<file path="src/rtl/pixel_pack.sv">
module pixel_pack #(
  parameter int Y_LO = 16,
  parameter int Y_HI = 235,
  parameter int C_LO = 16,
  parameter int C_HI = 240
) (
  input  logic        clk,
  input  logic        rst,
  input  logic [3:0]  mode,
  input  logic [7:0]  alpha,
  input  logic        in_valid,
  input  logic [39:0] in_data,
  output logic        out_valid,
  output logic [31:0] out_data
);

  localparam logic [7:0] YL = 8'(Y_LO);
  localparam logic [7:0] YH = 8'(Y_HI);
  localparam logic [7:0] CL = 8'(C_LO);
  localparam logic [7:0] CH = 8'(C_HI);

  function automatic logic [7:0] round8(input logic [9:0] v);
    logic [8:0] s;
    s = {1'b0, v[9:2]} + {8'b0, v[1]};
    return s[8] ? 8'hFF : s[7:0];
  endfunction

  function automatic logic [7:0] clamp8(input logic [7:0] v, input logic [7:0] lo,
                                        input logic [7:0] hi);
    return (v < lo) ? lo : ((v > hi) ? hi : v);
  endfunction

  logic [31:0] yc_full, yc_lim;

  for (genvar i = 0; i < 4; i++) begin : g_comp
    localparam bit LUMA = (i >= 2);
    logic [7:0] r;
    assign r = round8(in_data[10*i+9 -: 10]);
    assign yc_full[8*i+7 -: 8] = r;
    assign yc_lim[8*i+7 -: 8]  = LUMA ? clamp8(r, YL, YH) : clamp8(r, CL, CH);
  end

  logic [31:0] packed_w;

  always_comb begin
    case (mode)
      4'd0:  packed_w = {24'b0, in_data[11:4]};
      4'd1:  packed_w = {23'b0, in_data[11:3]};
      4'd2:  packed_w = {22'b0, in_data[11:2]};
      4'd3:  packed_w = {21'b0, in_data[11:1]};
      4'd4:  packed_w = {20'b0, in_data[11:0]};
      4'd5:  packed_w = {24'b0, yc_full[23:16]};
      4'd6:  packed_w = {24'b0, in_data[29:22]};
      4'd7:  packed_w = {16'b0, alpha[7:4], in_data[29:26], in_data[19:16], in_data[9:6]};
      4'd8:  packed_w = {16'b0, alpha[7], in_data[29:25], in_data[19:15], in_data[9:5]};
      4'd9:  packed_w = {16'b0, in_data[29:25], in_data[19:14], in_data[9:5]};
      4'd10: packed_w = {alpha, in_data[29:22], in_data[19:12], in_data[9:2]};
      4'd11: packed_w = yc_full;
      4'd12: packed_w = yc_lim;
      default: packed_w = in_data[31:0];
    endcase
  end

  always_ff @(posedge clk) begin
    if (rst) begin
      out_valid <= 1'b0;
      out_data  <= '0;
    end else begin
      out_valid <= in_valid;
      if (in_valid) out_data <= packed_w;
    end
  end

endmodule

</file>
<file path="config.mk">
export PLATFORM = sky130hd
export DESIGN_NAME = pixel_pack
export DESIGN_NICKNAME = d
export VERILOG_FILES = /design/src/rtl/pixel_pack.sv
export SDC_FILE = /design/constraint.sdc
export NUM_CORES = 1
export LEC_CHECK = 0
export BUFFER_PORTS_ARGS = -buffer_cell sky130_fd_sc_hd__buf_2
export CORE_ASPECT_RATIO = 1.1
export CORE_MARGIN = 2
export CORE_UTILIZATION = 45
export CTS_CLUSTER_SIZE = 14
export DETAILED_ROUTE_END_ITERATION = 6
export PLACE_DENSITY_LB_ADDON = 0.3
export SYNTH_ARGS = -nofsm -noshare
export SYNTH_HDL_FRONTEND = slang
export SYNTH_SLANG_ARGS = --single-unit
</file>
<file path="constraint.sdc">
create_clock -name clk -period 2.6 [get_ports clk]
set_input_delay 0 -clock clk [delete_from_list [all_inputs] [get_ports clk]]
set_output_delay 0 -clock clk [all_outputs]
set_load 0.005 [all_outputs]
</file>
==> impl_metrics.yaml, run 1 <==
status:
  status: "finished clean"
yosys:
  synth.top_cells.by_count: "nor2_1, nand2_1, a21oi_1, o21ai_0, clkbuf_1"
  synth-xor-area-share_pct: 0.800
  yosys.area_share.simple_pct: 28.7
  ys_seq_area_share_pct: 15.1
  synthArstFlopShare_pct: 0
  ys_ff_latch: 33
  synth_area_leaders: "dfxtp_1, nor2_1, nand2_1, a21oi_1, o21ai_0"
  synth_top_cell_area_share_pct: 15.1
  synth_ff_type: "dfxtp_1"
  synth_fa_ha_area_share_pct: 2.29
  synth_area_per_cell_um2: 6.95
  post-synth-top-area-cell: "dfxtp_1"
  synth_top_family_by_area: "compound AO/OA/AOI/OAI gates"
  synth.mux.area_fraction_pct: 5.32
  synth_warnings: 0
  syn_area_mm2: 0.00438
  syn_nets: 693
  syn_inst: 630
  synth_compound_area_share_pct: 39.6
  synth_most_common_cell: "nor2_1"
  yosys.cell_types.count: 87
  synth_edf_count: 0
clock_network:
  cts_hold_repair.buffers: 0
  cts_sinks: 33
  htree_levels: 2
  cts_inserted_buffers: 5
  max-clock-path-buffers: 2
  post-cts-setup-buffers: 0
  cts_tree: "yes"
  path_clk_slew_ns: 0.08
  cts-root-buf: "clkbuf_8"
  cts_resized: 0
  insertion_delay_ns: 0.30
global_routing:
  grt-busiest-layer: "met2"
  grt_max_degree: 33
  grt_antenna_before_repair: 0
  use_met1_pct: 42.4
  grt.overflow.total: 0
  grtUsageMet2_pct: 48.5
  grt_pass1_vias: 4985
  grt_pass1_wl_um: 26400
  grt_util_all_layers_pct: 31.0
  grtUsageMet3_pct: 5.45
detailed_routing:
  vias_per_cell: 6.85
  wl_um: 16600
  wl_per_cell_um: 20.8
  drtAntennaViolNets: 0
  drtIter0Drc: 670
  vias: 5452
  dr.pass1.iters: 5
  drc: 0
cells_and_area:
  area_delta_synth_final_pct: 11.7
  drive_gt1_share_pct: 21.4
  diodes: 0
  fin_nets: 741
floorplan:
  placementRows: 37
  coreArea_mm2: 0.00940
  fp.dieW_um: 98.0
  die_h_um: 107
  ios: 88
  die_area_mm2: 0.0105
  start_util_pct: 46.6
pwr:
  switchingPower_uw: 653
  power.density_mw_per_mm2: 334
  power.leakage_uw: 0.00189
  swShare_pct: 39.9
  power_frac_seq_pct: 34.2
  irDropWorstVdd_v: 0.000201
  combPwrFrac_pct: 41.6
  p_int_uw: 982
  clockPowerShare_pct: 24.2
sta:
  rsz0062_at_grt: "false"
  finalCritPeriodShare_pct: 84.7
  setup_viol: 0
  finalMaxSlewViolations: 0
  final.setup_skew_ns: 0
  hold_viol_final: 0
  worstMarginPinSlew_ns: 1.03
  fmax_mhz: 454
  fin_crit_ns: 2.20
  slew_headroom_pct: 31.0
  finalWorstSetupSlack_ns: 0.398
  setup-tns-final_ns: 0
worst_setup_path:
  cpMostUsedCell: "ha_1"
  start_kind: "input pin"
  max_stage_delay_ns: 0.45
  critPathKind: "in2reg"
  crit_path_end_kind: "flip-flop"
  path_cells: "buf_2 > ha_1 > ha_1 > and4_1 > nand4_4 > a2111oi_4 > a21oi_2 > a222oi_1 > a2111oi_1"
  crit_path_top_delay_cell: "a2111oi_4"
  critPathTopFamily: "compound AO/OA/AOI/OAI gates"
  cp_num_buf_inv: 1
  crit_arrival_ns: 2.36
  crit_fanout: 10
  required_ns: 2.76
flow_run:
  drv_cap: 0
placement:
  dp_hpwl_um: 12200
  placement.io_buffers: 87
  pre_cts_slack_ns: 0.149
  place_congestion: 1.00
hold_path:
  hold_path.class: "in2reg"
-- cells by family (layout without fill, tap and decap cells) --
group / count (synthesis) / after routing
AO/OA/AOI/OAI: 243 / 243
multiplexers: 20 / 20
buffers and inverters: 79 / 128
adder cells (fa/ha/maj): 8 / 8
AND/OR/NAND/NOR: 243 / 243
flip-flops: 33 / 33
XOR/XNOR: 4 / 4
-- registers in the layout, summed over array words and instances, names as in the netlist --
register	count
out_data	32
out_valid	1
-- worst reg2reg max path: stages (launching register included) --
cell       delay, ns
dfxtp_1         0.32
nor2b_1         0.14
a2111oi_0       0.45
a211oi_1        0.13
-- worst paths after layout --
kind                 from           end  slack, ns  cells after the start
max reg2reg  out_data[10]  out_data[10]       1.42                      3
max           in_data[22]  out_data[19]       0.40                      9
min              alpha[6]  out_data[14]       0.08                      3
min reg2reg   out_data[5]   out_data[5]       0.45                      2
-- through the flow --
| step | cells | power, uW | hold WS (ns) | cell area (um2) | util [%] |
|---|---|---|---|---|---|
| after global placement | 788 | 1220 | 0.388 | 4810 | 51.2 |
| after global routing | 796 | 1720 | 0.133 | 4890 | 52.0 |
| after floorplan | 630 | 998 | 0.213 | 4380 | - |
| after detailed placement | 788 | 1230 | 0.386 | 4810 | 51.2 |
| final | 796 | 1640 | 0.0850 | 4890 | 52.0 |
| after CTS | 796 | 1620 | 0.0849 | 4890 | 52.0 |
-- area by class of cell --
type / count / area (um2)
inverter: 13 / 48.8
fill: 943 / 4510
clock inverter: 2 / 10.0
timing repair buffer: 107 / 598
sequential: 33 / 661
tap: 117 / 146
multi-input combinational: 518 / 3350
clock buffer: 6 / 72.6
-- layout by cell type, fill, tap and decap left out, types with 5 or more instances in the layout --
master and count:
inv_1 9, nand3b_1 8, o21ai_1 11, buf_4 19
buf_2 87, a222oi_1 5, a32oi_1 5, a22oi_1 11
o21ai_0 40, nand2b_1 15, a21oi_1 40, and4_1 6
a21o_1 6, nor2b_1 10, nor3_1 21, o211ai_1 6
o22ai_1 7, mux2i_1 12, clkbuf_8 5, nor2_1 64
nand3_1 23, a211oi_1 13, o221ai_1 8, ha_1 8
nand4_1 5, o21a_1 10, and2_1 5, nand2_1 56
dfxtp_1 33, mux2_2 6, and3_1 5, a31oi_1 19
-- per-layer routing --
layer	vias to the layer above	wire, um
li1	2509	-
met1	2513	6760
met2	379	7420
met3	51	1850
met4	0	561
met5	-	0
-- power groups by stage --
stage          clock network (uW)  logic, uW  registers [uW]
2_1_floorplan                   0        427             571
3_3_place_gp                    0        654             568
3_5_place_dp                    0        659             570
4_1_cts                       396        662             558
5_1_grt                       422        737             562
6_report                      397        680             559
Note: power is estimated with default switching activity, not from simulation.
==> inputs of run 2 (changes only) <==
--- a/config.mk
+++ b/config.mk
@@ -5,6 +5,7 @@
 export SDC_FILE = /design/constraint.sdc
 export NUM_CORES = 1
 export LEC_CHECK = 0
+export ABC_AREA = 1
 export BUFFER_PORTS_ARGS = -buffer_cell sky130_fd_sc_hd__buf_2
 export CORE_ASPECT_RATIO = 1.1
 export CORE_MARGIN = 2
==> constraint.sdc (replaced) <==
create_clock -name clk -period 1.99 [get_ports clk]
set_input_delay 0 -clock clk [delete_from_list [all_inputs] [get_ports clk]]
set_output_delay 0 -clock clk [all_outputs]
set_load 0.005 [all_outputs]
==> run 2 against run 1 <==
Effect of this change: power increased by 20%; worst hold slack lost 0.019 ns; non-clock buffer count shrank 10; setup slack worse by 0.022 ns; combinational power up 5.4%; clock-buffer cell count is 1 lower; clock skew did not move; core utilization up 2.2 points; first-iteration DRC count down 24%; sequential power increased by 29%; global-route usage rose by 0.40 points; highest routed layer unchanged.
==> impl_metrics.yaml, run 2 <==
cells_and_area:
  largest_reg_flops: 32
  final_common_cell: "nand2_1"
  top_register: "out_data"
  diodes: 0
  final_util_pct: 54.2
  area_delta_synth_final_pct: 16.5
  fillers: 863
  drive_gt1_share_pct: 17.2
  layout_common_cells: "nand2_1, nor2_1, buf_2"
  fin_nets: 820
  reg_top3: "out_data x32, out_valid x1"
pwr:
  combPwrFrac_pct: 36.5
  irDropWorstVdd_v: 0.000493
  power.leakage_uw: 0.00215
  swShare_pct: 39.5
  p_int_uw: 1190
  power.density_mw_per_mm2: 455
  power_frac_seq_pct: 36.7
  switchingPower_uw: 776
  clockPowerShare_pct: 26.8
detailed_routing:
  wl_met2_um: 6880
  wl_per_cell_um: 16.6
  wl_met3_um: 1300
  drtIter0Drc: 512
  wl_um: 14300
  vias: 5055
  highest_layer: "met4"
  vias_per_cell: 5.84
  dr.pass1.iters: 5
  drtAntennaViolNets: 0
  wl_met1_um: 5610
  drc: 0
worst_setup_path:
  crit_arrival_ns: 1.84
  critPathKind: "in2reg"
  path_cells: "buf_2 > ha_1 > ha_1 > nand2_1 > inv_1 > nand3_1 > nand3_1 > nand2_1 > nor2_2 > o21ai_0 > nand2_1 > nand2_1 > nand2_1 > a21oi_1"
  r2r_setup_slack_ns: 1.32
  cpMostUsedCell: "nand2_1"
  crit_fanout: 6
  required_ns: 2.22
  crit_path_top_delay_cell: "o21ai_0"
  start_kind: "input pin"
  max_stage_delay_ns: 0.24
  crit_path_end_kind: "flip-flop"
yosys:
  syn_area_mm2: 0.00370
  synth_area_leaders: "nand2_1, dfxtp_1, nor2_1, a21oi_1, nand3_1"
  synth_edf_count: 0
  synth_most_common_cell: "nand2_1"
  syn_nets: 742
  synth_top_cell_area_share_pct: 20.8
  synth_ff_type: "dfxtp_1"
  syn_inst: 679
  yosys.cell_types.count: 40
  ys_ff_latch: 33
  post-synth-top-area-cell: "nand2_1"
  synth_warnings: 0
  synth_area_per_cell_um2: 5.45
  ys_seq_area_share_pct: 17.8
  synth.top_cells.by_count: "nand2_1, nor2_1, inv_1, a21oi_1, nand3_1"
  synthArstFlopShare_pct: 0
floorplan:
  fp.dieW_um: 90.5
  ios: 88
  start_util_pct: 46.5
  die_h_um: 99.1
  coreArea_mm2: 0.00796
  die_area_mm2: 0.00897
  placementRows: 34
clock_network:
  cts_resized: 0
  cts_sinks: 33
  cts-root-buf: "clkbuf_8"
  max-clock-path-buffers: 2
  cts_inserted_buffers: 5
  path_clk_slew_ns: 0.08
  cts_tree: "yes"
  cts_hold_repair.buffers: 0
  htree_levels: 2
  insertion_delay_ns: 0.30
  post-cts-setup-buffers: 0
status:
  status: "finished clean"
global_routing:
  grt_pass1_wl_um: 22600
  grt_pass1_vias: 4684
  grt.overflow.total: 0
  grt_util_all_layers_pct: 31.4
  grt_antenna_before_repair: 0
  grt_max_degree: 56
sta:
  setup-tns-final_ns: 0
  worstMarginPinSlew_ns: 0.633
  timing.hold.ws_ns: 0.0655
  finalMaxSlewViolations: 0
  fmax_mhz: 620
  rsz0062_at_grt: "false"
  finalWorstSetupSlack_ns: 0.377
  final.setup_skew_ns: 0
  slew_headroom_pct: 57.8
  setup_viol: 0
  hold_viol_final: 0
  fin_crit_ns: 1.61
  finalCritPeriodShare_pct: 81.1
flow_run:
  drv_cap: 0
placement:
  dp_hpwl_um: 11000
  placement.io_buffers: 87
  place_congestion: 0.973
  pre_cts_slack_ns: 0.102
hold_path:
  hold_path.class: "in2reg"
==> run 2: metrics by stage <==
stage	area, um2	cells	total power (uW)
after floorplan	3700	679	1170
after global placement	4230	858	1430
after detailed placement	4230	858	1430
after CTS	4310	866	1940
after global routing	4310	866	2070
final	4310	866	1960
==> run 2: critical path: cells and delay by family <==
kind,cells,cell delay (ns)
AND/OR/NAND/NOR,8,0.85
AO/OA/AOI/OAI,2,0.37
adder cells (fa/ha/maj),2,0.40
buffers and inverters,2,0.22
==> run 2: final timing paths <==
kind	to	cells past startpoint	from
max	out_data[28]	14	in_data[31]
min	out_data[31]	3	in_valid
max reg2reg	out_data[0]	2	out_data[0]
min reg2reg	out_data[21]	2	out_data[21]
==> run 2: layout make-up <==
| type | count | area [um2] | area share (%) |
|---|---|---|---|
| clock inverter | 3 | 17.5 | 0.406 |
| inverter | 75 | 282 | 6.53 |
| timing repair buffer | 97 | 510 | 11.8 |
| tap | 108 | 135 | 3.13 |
| sequential | 33 | 661 | 15.3 |
| multi-input combinational | 545 | 2640 | 61.2 |
| clock buffer | 5 | 68.8 | 1.60 |
==> run 2: logic make-up (layout without fill, tap and decap cells) <==
| logic type | Yosys count | count (layout) | share of synthesized area [%] |
|---|---|---|---|
| DFF | 33 | 33 | 17.8 |
| buffers and inverters | 101 | 180 | 10.9 |
| AOI/OAI and AO/OA | 146 | 146 | 23.1 |
| adders and majority gates | 8 | 8 | 2.70 |
| and+or+nand+nor | 385 | 385 | 44.1 |
| xor gates and xnor gates | 6 | 6 | 1.42 |
==> run 2: per-layer routing <==
metal | global-route usage (%) | vias to the layer above
li1 | - | 2430
met1 | 37.6 | 2260
met2 | 56.0 | 300
met3 | 6.14 | 65
met4 | 11.2 | 0
met5 | 0 | -
==> run 2: power by group through the flow <==
stage / combinational, uW / clock (uW) / sequential (uW)
after floorplan: 433 / 0 / 736
after global placement: 694 / 0 / 733
after detailed placement: 698 / 0 / 734
after CTS: 701 / 519 / 719
after global routing: 790 / 556 / 723
final: 717 / 526 / 719
==> inputs of run 3 (changes only) <==
--- a/config.mk
+++ b/config.mk
@@ -5,7 +5,7 @@
 export SDC_FILE = /design/constraint.sdc
 export NUM_CORES = 1
 export LEC_CHECK = 0
-export ABC_AREA = 1
+export ABC_AREA = 0
 export BUFFER_PORTS_ARGS = -buffer_cell sky130_fd_sc_hd__buf_2
 export CORE_ASPECT_RATIO = 1.1
 export CORE_MARGIN = 2
==> constraint.sdc (replaced) <==
create_clock -name clk -period 1.7 [get_ports clk]
set_input_delay 0 -clock clk [delete_from_list [all_inputs] [get_ports clk]]
set_output_delay 0 -clock clk [all_outputs]
set_load 0.005 [all_outputs]
==> run 3 against run 2 <==
Effect of this change: non-clock buffer count up 124; power grew 48%; sequential share of layout area is 4.2 points lower; largest cell class unchanged; routed wire length rose by 27%; clock power grew 49%; critical endpoint is now out_data[4]; setup slack worse by 0.32 ns; sequential power rose by 19%; register-to-register slack got worse by 0.84 ns; core utilization rose by 8.7 points; first-iteration DRC count increased by 6.4%.
==> impl_metrics.yaml, run 3 (same netlist as run 1, synthesis figures left out) <==
placement:
  placed_cells: 900
  place_congestion: 0.981
  pre_cts_slack_ns: -0.217
  placement.io_buffers: 87
  dp_hpwl_um: 14300
worst_setup_path:
  r2r_cells: 3
  crit_fanout: 3
  start_kind: "input pin"
  critPathKind: "in2reg"
  required_ns: 1.89
  crit_path_end_kind: "flip-flop"
  crit_arrival_ns: 1.83
cells_and_area:
  top_register: "out_data"
  reg_top3: "out_data x32, out_valid x1"
  layout_common_cells: "buf_4, buf_2, nor2_1"
  largest_reg_flops: 32
  drive_gt1_share_pct: 34.3
  diodes: 0
  stdcell_count: 910
  final_common_cell: "buf_4"
  final_util_pct: 63.0
  fin_nets: 855
  area_delta_synth_final_pct: 35.2
detailed_routing:
  drtAntennaViolNets: 0
  vias_per_cell: 6.48
  drc: 0
  dr.pass1.iters: 6
  vias: 5899
  wl_per_cell_um: 20.1
  drtIter0Drc: 545
  wl_um: 18300
hold_path:
  hold_path.class: "in2reg"
  holdPathStages: 3
sta:
  rsz0062_at_grt: "true"
  finalWorstSetupSlack_ns: 0.0578
  fin_crit_ns: 1.64
  final.setup_skew_ns: 0
  hold_viol_final: 0
  slew_headroom_pct: 57.5
  finalCritPeriodShare_pct: 96.6
  finalMaxSlewViolations: 0
  worstMarginPinSlew_ns: 0.630
  timing.hold.ws_ns: 0.104
  fmax_mhz: 609
  setup_viol: 0
global_routing:
  grt_max_degree: 22
  grt.overflow.total: 0
  grt_antenna_before_repair: 0
  grt_pass1_vias: 5470
  grt_util_all_layers_pct: 33.9
  grt_pass1_wl_um: 28900
clock_network:
  cts-root-buf: "clkbuf_8"
  insertion_delay_ns: 0.30
  cts_inserted_buffers: 5
  cts_sinks: 33
  path_clk_slew_ns: 0.08
  htree_levels: 2
  cts_tree: "yes"
  max-clock-path-buffers: 2
pwr:
  power.leakage_uw: 0.00248
  power.density_mw_per_mm2: 492
  irDropWorstVdd_v: 0.000235
floorplan:
  placementRows: 37
  fp.dieW_um: 98.0
  start_util_pct: 46.6
  die_area_mm2: 0.0105
  ios: 88
  die_h_um: 107
  coreArea_mm2: 0.00940
status:
  status: "finished clean"
flow_run:
  drv_cap: 0
## run 3: through the flow
stage                     total power [uW]  TNS [ns]  instance area, um2
after floorplan                       1540    -0.979                4480
after global placement                2090     -2.18                5760
after detailed placement              2100     -2.94                5760
after CTS                             2870         0                5880
after global routing                  3040   -0.0931                5920
final                                 2910         0                5920
## run 3: routing by layer
layer / wire, um / vias to the layer above / track usage [%]
li1: - / 2729 / -
met3: 1690 / 46 / 3.90
met1: 7520 / 2789 / 45.3
met5: 0 / - / 0
met2: 8520 / 335 / 56.8
met4: 555 / 0 / 11.7
## run 3: critical path, stage by stage
cell	delay, ns
buf_2	0.12
ha_4	0.17
ha_4	0.16
and3_4	0.18
buf_4	0.13
o21ai_0	0.50
o32ai_1	0.19
a211oi_1	0.26
o21ai_1	0.11
## run 3: final timing paths
check | slack [ns] | startpoint | endpoint
setup / recovery | 0.06 | in_data[21] | out_data[4]
hold / removal | 0.10 | in_valid | out_data[21]
setup reg to reg | 0.48 | out_data[10] | out_data[10]
hold reg to reg | 0.45 | out_data[5] | out_data[5]
## run 3: report_power, final
group	switching (uW)	total, uW	internal [uW]
sequential	31.7	857	825
clock	343	782	439
combinational	706	1270	564
total	1080	2910	1830
## run 3: what timing repair did
action                                 4_1_cts  5_1_grt
gates resized for setup                      0        5
setup endpoints to repair                    0        4
endpoints found under the hold margin        1        0
buffers inserted                             0        1
hold buffers                                 1        0
## run 3: final cells by class
type / count / area, um2
fillers: 895 / 3480
multi-input cells: 518 / 3460
repair buffers: 221 / 1480
flip-flops and latches: 33 / 661
well taps: 117 / 146
clock buffers: 5 / 68.8
inverters: 13 / 48.8
clock inverters: 3 / 46.3
